--- src/rtl/uw_pkg.sv ---
package uw_pkg;
    localparam int WORD_W  = 16;
    localparam int FRAME_W = 3 + 8 + WORD_W;
    localparam int CNT_W   = $clog2(FRAME_W + 1);

    typedef enum logic [1:0] {
        CMD_READ  = 2'd0,
        CMD_WRITE = 2'd1,
        CMD_WREN  = 2'd2,
        CMD_WRDIS = 2'd3
    } uw_cmd_e;

    typedef enum logic [2:0] {
        ST_IDLE,
        ST_CSPULSE,
        ST_SHIFT,
        ST_RECV,
        ST_GAP,
        ST_POLL,
        ST_FINAL
    } uw_state_e;
endpackage

--- src/rtl/uw_clk_div.sv ---
module uw_clk_div #(
    parameter int HALF_DIV = 4
) (
    input  logic clk_i,
    input  logic rst_ni,
    input  logic en_i,
    output logic tick_o
);
    localparam int CW = (HALF_DIV > 1) ? $clog2(HALF_DIV) : 1;

    logic [CW-1:0] cnt_d, cnt_q;
    logic          wrap;

    assign wrap = (cnt_q == CW'(HALF_DIV - 1));

    always_comb begin
        cnt_d = cnt_q;
        if (!en_i)     cnt_d = '0;
        else if (wrap) cnt_d = '0;
        else           cnt_d = cnt_q + 1'b1;
    end

    always_ff @(posedge clk_i or negedge rst_ni) begin
        if (!rst_ni) cnt_q <= '0;
        else         cnt_q <= cnt_d;
    end

    assign tick_o = en_i && wrap;


    tick_gated_chk: assert property (@(posedge clk_i) disable iff (!rst_ni)
        tick_o |-> $past(en_i));
endmodule

--- src/rtl/uw_rx_shift.sv ---
module uw_rx_shift
    import uw_pkg::*;
(
    input  logic              clk_i,
    input  logic              rst_ni,
    input  logic              shift_i,
    input  logic              latch_i,
    input  logic              bit_i,
    output logic [WORD_W-1:0] word_o
);
    logic [WORD_W-1:0] sh_d, sh_q, word_d, word_q;

    always_comb begin
        sh_d   = sh_q;
        word_d = word_q;
        if (shift_i) sh_d = {sh_q[WORD_W-2:0], bit_i};
        if (latch_i) word_d = sh_d;
    end

    always_ff @(posedge clk_i or negedge rst_ni) begin
        if (!rst_ni) begin
            sh_q   <= '0;
            word_q <= '0;
        end else begin
            sh_q   <= sh_d;
            word_q <= word_d;
        end
    end

    assign word_o = word_q;


    word_hold_chk: assert property (@(posedge clk_i) disable iff (!rst_ni)
        !$past(latch_i) |-> $stable(word_q));
endmodule

--- src/rtl/uw_eeprom_ctrl.sv ---
module uw_eeprom_ctrl
    import uw_pkg::*;
#(
    parameter int HALF_DIV = 4,
    parameter int POLL_MAX = 1000
) (
    input  logic        clk_i,
    input  logic        rst_ni,
    input  logic        cmd_valid_i,
    input  logic [1:0]  cmd_i,
    input  logic [7:0]  addr_i,
    input  logic [15:0] wdata_i,
    input  logic        wide_addr_i,
    output logic        busy_o,
    output logic        done_o,
    output logic [15:0] rdata_o,
    output logic        err_o,
    output logic        cs_o,
    output logic        sk_o,
    output logic        do_o,
    input  logic        di_i
);
    localparam int POLL_W = $clog2(POLL_MAX + 1);

    typedef struct packed {
        uw_state_e          state;
        logic               ph;
        logic               cs;
        logic               sk;
        logic               dout;
        logic [FRAME_W-1:0] frame;
        logic [CNT_W-1:0]   bitcnt;
        uw_cmd_e            cmd;
        logic [POLL_W-1:0]  pcnt;
        logic               done;
        logic               err;
    } regs_t;

    regs_t q, d;
    logic  tick, rx_shift, rx_latch;

    logic [1:0]         op_ld;
    logic [7:0]         field_ld;
    logic [WORD_W-1:0]  data_ld;
    logic [FRAME_W-1:0] frame_ld;
    logic [CNT_W-1:0]   len_ld;

    uw_clk_div #(.HALF_DIV(HALF_DIV)) u_div (
        .clk_i (clk_i),
        .rst_ni(rst_ni),
        .en_i  (q.state != ST_IDLE),
        .tick_o(tick)
    );

    uw_rx_shift u_rx (
        .clk_i  (clk_i),
        .rst_ni (rst_ni),
        .shift_i(rx_shift),
        .latch_i(rx_latch),
        .bit_i  (di_i),
        .word_o (rdata_o)
    );

    // Frame image, left aligned: start bit, opcode, address field, data.
    always_comb begin
        data_ld  = '0;
        field_ld = wide_addr_i ? addr_i : {addr_i[5:0], 2'b00};
        unique case (uw_cmd_e'(cmd_i))
            CMD_READ:  op_ld = 2'b10;
            CMD_WRITE: begin op_ld = 2'b01; data_ld = wdata_i; end
            CMD_WREN:  begin op_ld = 2'b00; field_ld = 8'b1100_0000; end
            default:   begin op_ld = 2'b00; field_ld = 8'h00; end
        endcase
        frame_ld = wide_addr_i ? {1'b1, op_ld, field_ld, data_ld}
                               : {1'b1, op_ld, field_ld[7:2], data_ld, 2'b00};
        len_ld = CNT_W'(3) + (wide_addr_i ? CNT_W'(8) : CNT_W'(6))
               + ((uw_cmd_e'(cmd_i) == CMD_WRITE) ? CNT_W'(WORD_W) : CNT_W'(0));
    end

    always_comb begin
        d        = q;
        d.done   = 1'b0;
        rx_shift = 1'b0;
        rx_latch = 1'b0;
        if (q.state == ST_IDLE) begin
            if (cmd_valid_i) begin
                d.state  = ST_CSPULSE;
                d.ph     = 1'b0;
                d.cs     = 1'b1;
                d.sk     = 1'b0;
                d.dout   = 1'b0;
                d.frame  = frame_ld;
                d.bitcnt = len_ld - 1'b1;
                d.cmd    = uw_cmd_e'(cmd_i);
                d.pcnt   = '0;
                d.err    = 1'b0;
            end
        end else if (tick) begin
            if (!q.ph) begin
                d.ph = 1'b1;
                if (q.state != ST_GAP) d.sk = 1'b1;
            end else begin
                d.ph = 1'b0;
                d.sk = 1'b0;
                unique case (q.state)
                    ST_CSPULSE: begin
                        d.state = ST_SHIFT;
                        d.dout  = q.frame[FRAME_W-1];
                    end
                    ST_SHIFT: begin
                        if (q.bitcnt == '0) begin
                            d.dout = 1'b0;
                            unique case (q.cmd)
                                CMD_READ: begin
                                    d.state  = ST_RECV;
                                    d.bitcnt = CNT_W'(WORD_W);
                                end
                                CMD_WRITE: begin
                                    d.state = ST_GAP;
                                    d.cs    = 1'b0;
                                end
                                default: begin
                                    d.state = ST_FINAL;
                                    d.cs    = 1'b0;
                                end
                            endcase
                        end else begin
                            d.frame  = {q.frame[FRAME_W-2:0], 1'b0};
                            d.dout   = q.frame[FRAME_W-2];
                            d.bitcnt = q.bitcnt - 1'b1;
                        end
                    end
                    ST_RECV: begin
                        rx_shift = 1'b1;
                        if (q.bitcnt == '0) begin
                            rx_latch = 1'b1;
                            d.state  = ST_FINAL;
                            d.cs     = 1'b0;
                        end else begin
                            d.bitcnt = q.bitcnt - 1'b1;
                        end
                    end
                    ST_GAP: begin
                        d.state = ST_POLL;
                        d.cs    = 1'b1;
                    end
                    ST_POLL: begin
                        if (di_i) begin
                            d.state = ST_FINAL;
                            d.cs    = 1'b0;
                        end else if (q.pcnt == POLL_W'(POLL_MAX - 1)) begin
                            d.err   = 1'b1;
                            d.state = ST_FINAL;
                            d.cs    = 1'b0;
                        end else begin
                            d.pcnt = q.pcnt + 1'b1;
                        end
                    end
                    ST_FINAL: begin
                        d.state = ST_IDLE;
                        d.done  = 1'b1;
                    end
                    default: d.state = ST_IDLE;
                endcase
            end
        end
    end

    always_ff @(posedge clk_i or negedge rst_ni) begin
        if (!rst_ni) begin
            q.state  <= ST_IDLE;
            q.ph     <= 1'b0;
            q.cs     <= 1'b0;
            q.sk     <= 1'b0;
            q.dout   <= 1'b0;
            q.frame  <= '0;
            q.bitcnt <= '0;
            q.cmd    <= CMD_READ;
            q.pcnt   <= '0;
            q.done   <= 1'b0;
            q.err    <= 1'b0;
        end else begin
            q <= d;
        end
    end

    assign busy_o = (q.state != ST_IDLE);
    assign done_o = q.done;
    assign err_o  = q.err;
    assign cs_o   = q.cs;
    assign sk_o   = q.sk;
    assign do_o   = q.dout;


    dout_hold_chk: assert property (@(posedge clk_i) disable iff (!rst_ni)
        (q.sk && $past(q.sk)) |-> $stable(q.dout));


    done_close_chk: assert property (@(posedge clk_i) disable iff (!rst_ni)
        q.done |-> (!q.cs && !q.sk && $past(q.state) == ST_FINAL));


    accept_idle_chk: assert property (@(posedge clk_i) disable iff (!rst_ni)
        (q.state == ST_CSPULSE && $past(q.state) != ST_CSPULSE) |-> $past(q.state) == ST_IDLE);


    err_rise_chk: assert property (@(posedge clk_i) disable iff (!rst_ni)
        $rose(q.err) |-> (q.state == ST_FINAL && $past(q.state) == ST_POLL));


    poll_bound_chk: assert property (@(posedge clk_i) disable iff (!rst_ni)
        q.pcnt < POLL_W'(POLL_MAX));


    idle_quiet_chk: assert property (@(posedge clk_i) disable iff (!rst_ni)
        (q.state == ST_IDLE) |-> (!q.sk && !q.cs));
endmodule

--- config.mk ---
export PLATFORM = sky130hd
export DESIGN_NAME = uw_eeprom_ctrl
export DESIGN_NICKNAME = d
export VERILOG_FILES = /design/src/rtl/uw_pkg.sv /design/src/rtl/uw_clk_div.sv /design/src/rtl/uw_rx_shift.sv /design/src/rtl/uw_eeprom_ctrl.sv
export SDC_FILE = /design/constraint.sdc
export NUM_CORES = 1
export LEC_CHECK = 0
export BUFFER_PORTS_ARGS = -buffer_cell sky130_fd_sc_hd__clkbuf_2
export CORE_UTILIZATION = 52
export CTS_CLUSTER_DIAMETER = 120
export DETAILED_ROUTE_END_ITERATION = 7
export GPL_TIMING_DRIVEN = 0
export PLACE_DENSITY = 0.75
export SLEW_MARGIN = 0
export SYNTH_ARGS = -nofsm -noshare
export SYNTH_HDL_FRONTEND = slang
export SYNTH_SLANG_ARGS = --single-unit
--- constraint.sdc ---
create_clock -name clk_i -period 2.15 [get_ports clk_i]
set_input_delay 0.3225 -clock clk_i [delete_from_list [all_inputs] [get_ports clk_i]]
set_output_delay 0.3225 -clock clk_i [all_outputs]
set_load 0.005 [all_outputs]
# After elaboration in Yosys (flattened, before gate mapping)
# Index checks and enable logic that the tools add are counted.
[op_classes]
addsub = 6
n_reduce_logical = 26
muxes = 61
eq_ne = 22
[op_table]
columns = ["op", "n"]
rows = [
  ["$mux W39", 2],
  ["$mux W27", 2],
  ["$mux W51", 1],
  ["$mux W10", 4],
  ["$mux W33", 1],
  ["$mux W16", 2],
  ["$mux W1", 26],
  ["$mux W12", 2],
  ["$reduce_and A6 Y1", 4],
  ["$mux W5", 4],
  ["$mux W18", 1],
  ["$pmux W8 S2", 1],
  ["$mux W3", 5],
  ["$ne A3 B3 Y1 const B", 5],
  ["$pmux W3 S5", 1],
  ["$reduce_bool A3 Y1", 4],
  ["$add A10 B1 Y10 const B", 1],
  ["$eq A10 B10 Y1 const B", 1],
  ["$pmux W5 S2", 1],
  ["$reduce_bool A2 Y1", 5],
  ["$sub A5 B1 Y5 const B", 2],
  ["$eq A3 B3 Y1 const B", 3],
  ["$mux W8", 1],
  ["$reduce_and A8 Y1", 1],
  ["27 further kinds", 35],
]
[word_totals]
output_inout_bits = 22
inputBits = 31
wordCells = 129
ff_bits = 87

# Depth between registers and ports, before layout
[logic_depth]
word_depth = 7
mapped_depth = 8
depth_no_buf = 6

# Modules after synthesis
# From an unflattened synthesis, not the netlist that was laid out.
[hier_totals]
hier_cells = 389
area_unflattened_um2 = 4448.0
[modules_own_cells]
columns = ["module", "area_each_um2", "n_inst", "cells_each", "seq_area_each_um2"]
rows = [
  ["uw_eeprom_ctrl", 3079.2, 1, 315, 1326.3],
  ["uw_rx_shift", 1280.0, 1, 68, 800.8],
  ["uw_clk_div", 88.8, 1, 6, 50.0],
]

# Least setup slack after synthesis
# Ideal clock, no wire load.
[synth_timing]
path_kind = "register -> register"
start = "reg q[14] (netlist bit)"
end = "reg q[27] (netlist bit)"
n_path_buf = 1
slack_ns = 0.077
synth_period_minus_slack_ns = 2.073
t_arrival_ns = 1.948
path_stages_with_launch = 8
required_time_ns = 2.025
setup_ns = 0.125
path_cell_list = "dfrtp_1 -> inv_1 -> ha_1 -> nor4b_4 -> nor3b_2 -> o221ai_4 -> buf_6 -> mux2_2"
[synth_via]
elab_chain_len = 3
[synth_lines]
columns = ["item", "line_no", "text"]
rows = [
  ["start, declared", "uw_eeprom_ctrl.sv:39", "regs_t q, d;"],
  ["$logic_not A5 Y1", "uw_eeprom_ctrl.sv:111", "if (q.bitcnt == '0) begin"],
  ["$ne A2 B2 Y1 (no line)", "n/a", ""],
  ["$reduce_and A5 Y1 (no line)", "n/a", ""],
]
# Every way passes these cells.
# A chain may end at the register's enable or synchronous reset.

# Final worst setup path
[layout_timing]
start = "reg q[14] (netlist bit)"
end = "reg q[33] (netlist bit)"
# The elaborated chain is that of the path after synthesis.

==> impl_metrics.tcl <==
set metrics [dict create \
    synthFlopType "dfrtp_1" \
    diodes 0 \
    postSynth.asyncResetShare 1.00 \
    relSlewSlack 0.528 \
    syn_nets 420 \
    synth-edff-count 0 \
    dp_hpwl_um 6320 \
    synthCells 386 \
    dp_cells 543 \
    via_count 3237 \
    io_buffers 51 \
    hold_path_class "input pin to asynchronous set/reset pin" \
    setup_slack_ps 85.2 \
    layout-drive-gt1-share 0.354 \
    hold_viol 0 \
    tightest_slew_ps 708 \
    crit_required_ps 2390 \
    cp-start-kind "flip-flop" \
    vdd.ir_drop.worst_mv 0.493 \
    worst-setup-path-type "flip-flop to flip-flop" \
    final_area_sq_um 5070 \
    clk_pin_slew_ps 100 \
    finalClockSkew_ps 14.1 \
    dr.pass1.iters 4 \
    instances_no_fill 568 \
    synth.distinct_cells 61 \
    post-route-min-period_ps 2060 \
    cts_hold_buf 0 \
    rows 33 \
    power_density_nw_per_um2 622 \
    wl_per_cell_um 16.1 \
    netlist_area_sq_um 4360 \
    place.gp.congestion 0.905 \
    gr-total-overflow 0 \
    placed_cell_area_sq_um 4770 \
    fp.dieW_um 93.6 \
    worstPathMaxFanout 10 \
    clock_path_buffers 2 \
    drt-total-wl_um 9140 \
    grt_pass1_wl_um 15300 \
    drc 0 \
    clkSinkCount 86 \
    slew_violations 0 \
    initial_core_util 0.534 \
    pre_cts_slack_ps -277 \
    yosysSeqAreaShare 0.493 \
    clockRootBuffer "clkbuf_8" \
    fmax_ghz 0.484 \
    end_kind "flip-flop" \
    grt_pass1_vias 3206 \
    pin_count 53 \
    coreArea_sq_um 8180 \
    htree_levels 3 \
    setup_viol 0 \
    cts_made_buffers 9 \
    timing.hold.ws_ps 18.2 \
    power_w 0.00315 \
    tritoncts "yes" \
    die_area_sq_um 8760 \
    antenna_found_initial 0 \
    clk_latency_ps 360 \
    vias_per_cell 5.70 \
    post-route-period-util 0.960 \
    final_nets 492 \
    die_h_um 93.6 \
    ant_nets 0 \
    yosys_warnings 0 \
    drt_iter0_drc 146 \
    syn_area_per_cell_sq_um 11.3 \
    area_growth_syn_to_layout_pct 16.3 \
    cp.arrival_ps 2310 \
    grt_max_degree 49 \
    max_cap_violations 0 \
    total_leakage_power_nw 2.46 \
    ys_seq_elements 86 \
    status "finished clean" \
    grtUsageTotal 0.227 \
]
## worst paths after layout
path	start	endpoint	slack [ps]	depth (start not counted)
min in group clk_i	cmd_i[1]	q[13]	240	3
setup reg to reg	q[14]	q[33]	90	8
hold / removal	rst_ni	q[31]	20	1
setup / recovery	q[14]	q[33]	90	8
hold reg to reg	u_div.cnt_q[0]	u_div.cnt_q[0]	450	1
max in group asynchronous	rst_ni	err_o	1480	2
## per-stage QoR
step	utilization	TNS (ps)
floorplan	-	0
global placement	0.581	-19320
detailed placement	0.584	-6570
CTS	0.612	0
global route	0.621	-15.1
finish	0.621	0
## cells in the final DEF (no fill, tap or decap), types with 10 or more instances in the layout
cell / count
buf_4: 11
clkbuf_2: 51
clkbuf_8: 10
dfrtp_1: 86
inv_1: 11
mux2_2: 58
mux2i_1: 22
nand2_1: 45
nor2_1: 11
o21ai_0: 24
## power breakdown
group,total (W),switching [W],internal (W)
Clock,0.00120,0.000615,0.000589
Sequential,0.00170,0.0000490,0.00165
Combinational,0.000249,0.000131,0.000118
Total,0.00315,0.000796,0.00236
## sequential cells by signal, indices dropped and copies added (netlist names)
register and flops:
done_o 1, err_o 1, do_o 1, cs_o 1
u_div.cnt_q 2, u_rx.word_o 16, u_rx.sh_q 15, q 48
sk_o 1
## cell type report
cell class,instances,area [sq um]
Fill cell,650,3100
Multi-Input combinational cell,266,2060
Sequential cell,86,2150
Clock inverter,6,76.3
Tap cell,105,131
Clock buffer,10,138
Inverter,12,45.0
Buffer,21,118
Timing Repair Buffer,62,350
## synth_stat cells, drive strengths merged, types with 4 or more instances
master   n  area share
nand2   47       0.041
nand3    9       0.014
a21oi    7      0.0080
nor2    11      0.0095
buf     12       0.017
nor3     9       0.013
o21ai   25       0.029
mux2    60        0.15
dfrtp   86        0.49
inv     12       0.010
or3      4      0.0057
mux2i   22       0.050
o31ai    9       0.015
a21boi   4      0.0069
clkbuf  10      0.0086
## critical path: stages (launching register included)
cell	delay [ps]
dfrtp_1	400
inv_1	110
ha_2	210
nor4b_4	290
nor3b_2	100
o221ai_4	180
buf_4	180
buf_8	150
mux2_2	340
## routing by layer
layer,routed length [um],up-vias,GRT usage,part of all wire
met5,0,-,0,0
li1,-,1553,-,-
met4,80,0,0.0872,0.0088
met2,4400,87,0.371,0.48
met1,4210,1587,0.298,0.46
met3,447,10,0.0472,0.049
## timing repair
item                                   4_1_cts  5_1_grt
gates cloned                                 0        1
setup buffers                                3        6
setup endpoints to repair                   42       40
resized for setup                            0        9
pin swaps                                    1        1
endpoints found under the hold margin        0        0
## logic make-up (layout without fill, tap and decap cells)
| group | Yosys count | in the layout | share of synthesized area |
|---|---|---|---|
| buffers and inverters | 34 | 111 | 0.0358 |
| AO/OA/AOI/OAI | 74 | 74 | 0.119 |
| multiplexers | 82 | 82 | 0.205 |
| XOR/XNOR | 1 | 1 | 0.00201 |
| adder cells (fa/ha/maj) | 3 | 3 | 0.00860 |
| AND/OR/NAND/NOR | 106 | 106 | 0.136 |
| flip-flops | 86 | 86 | 0.493 |
(Power assumes the default switching activity.)
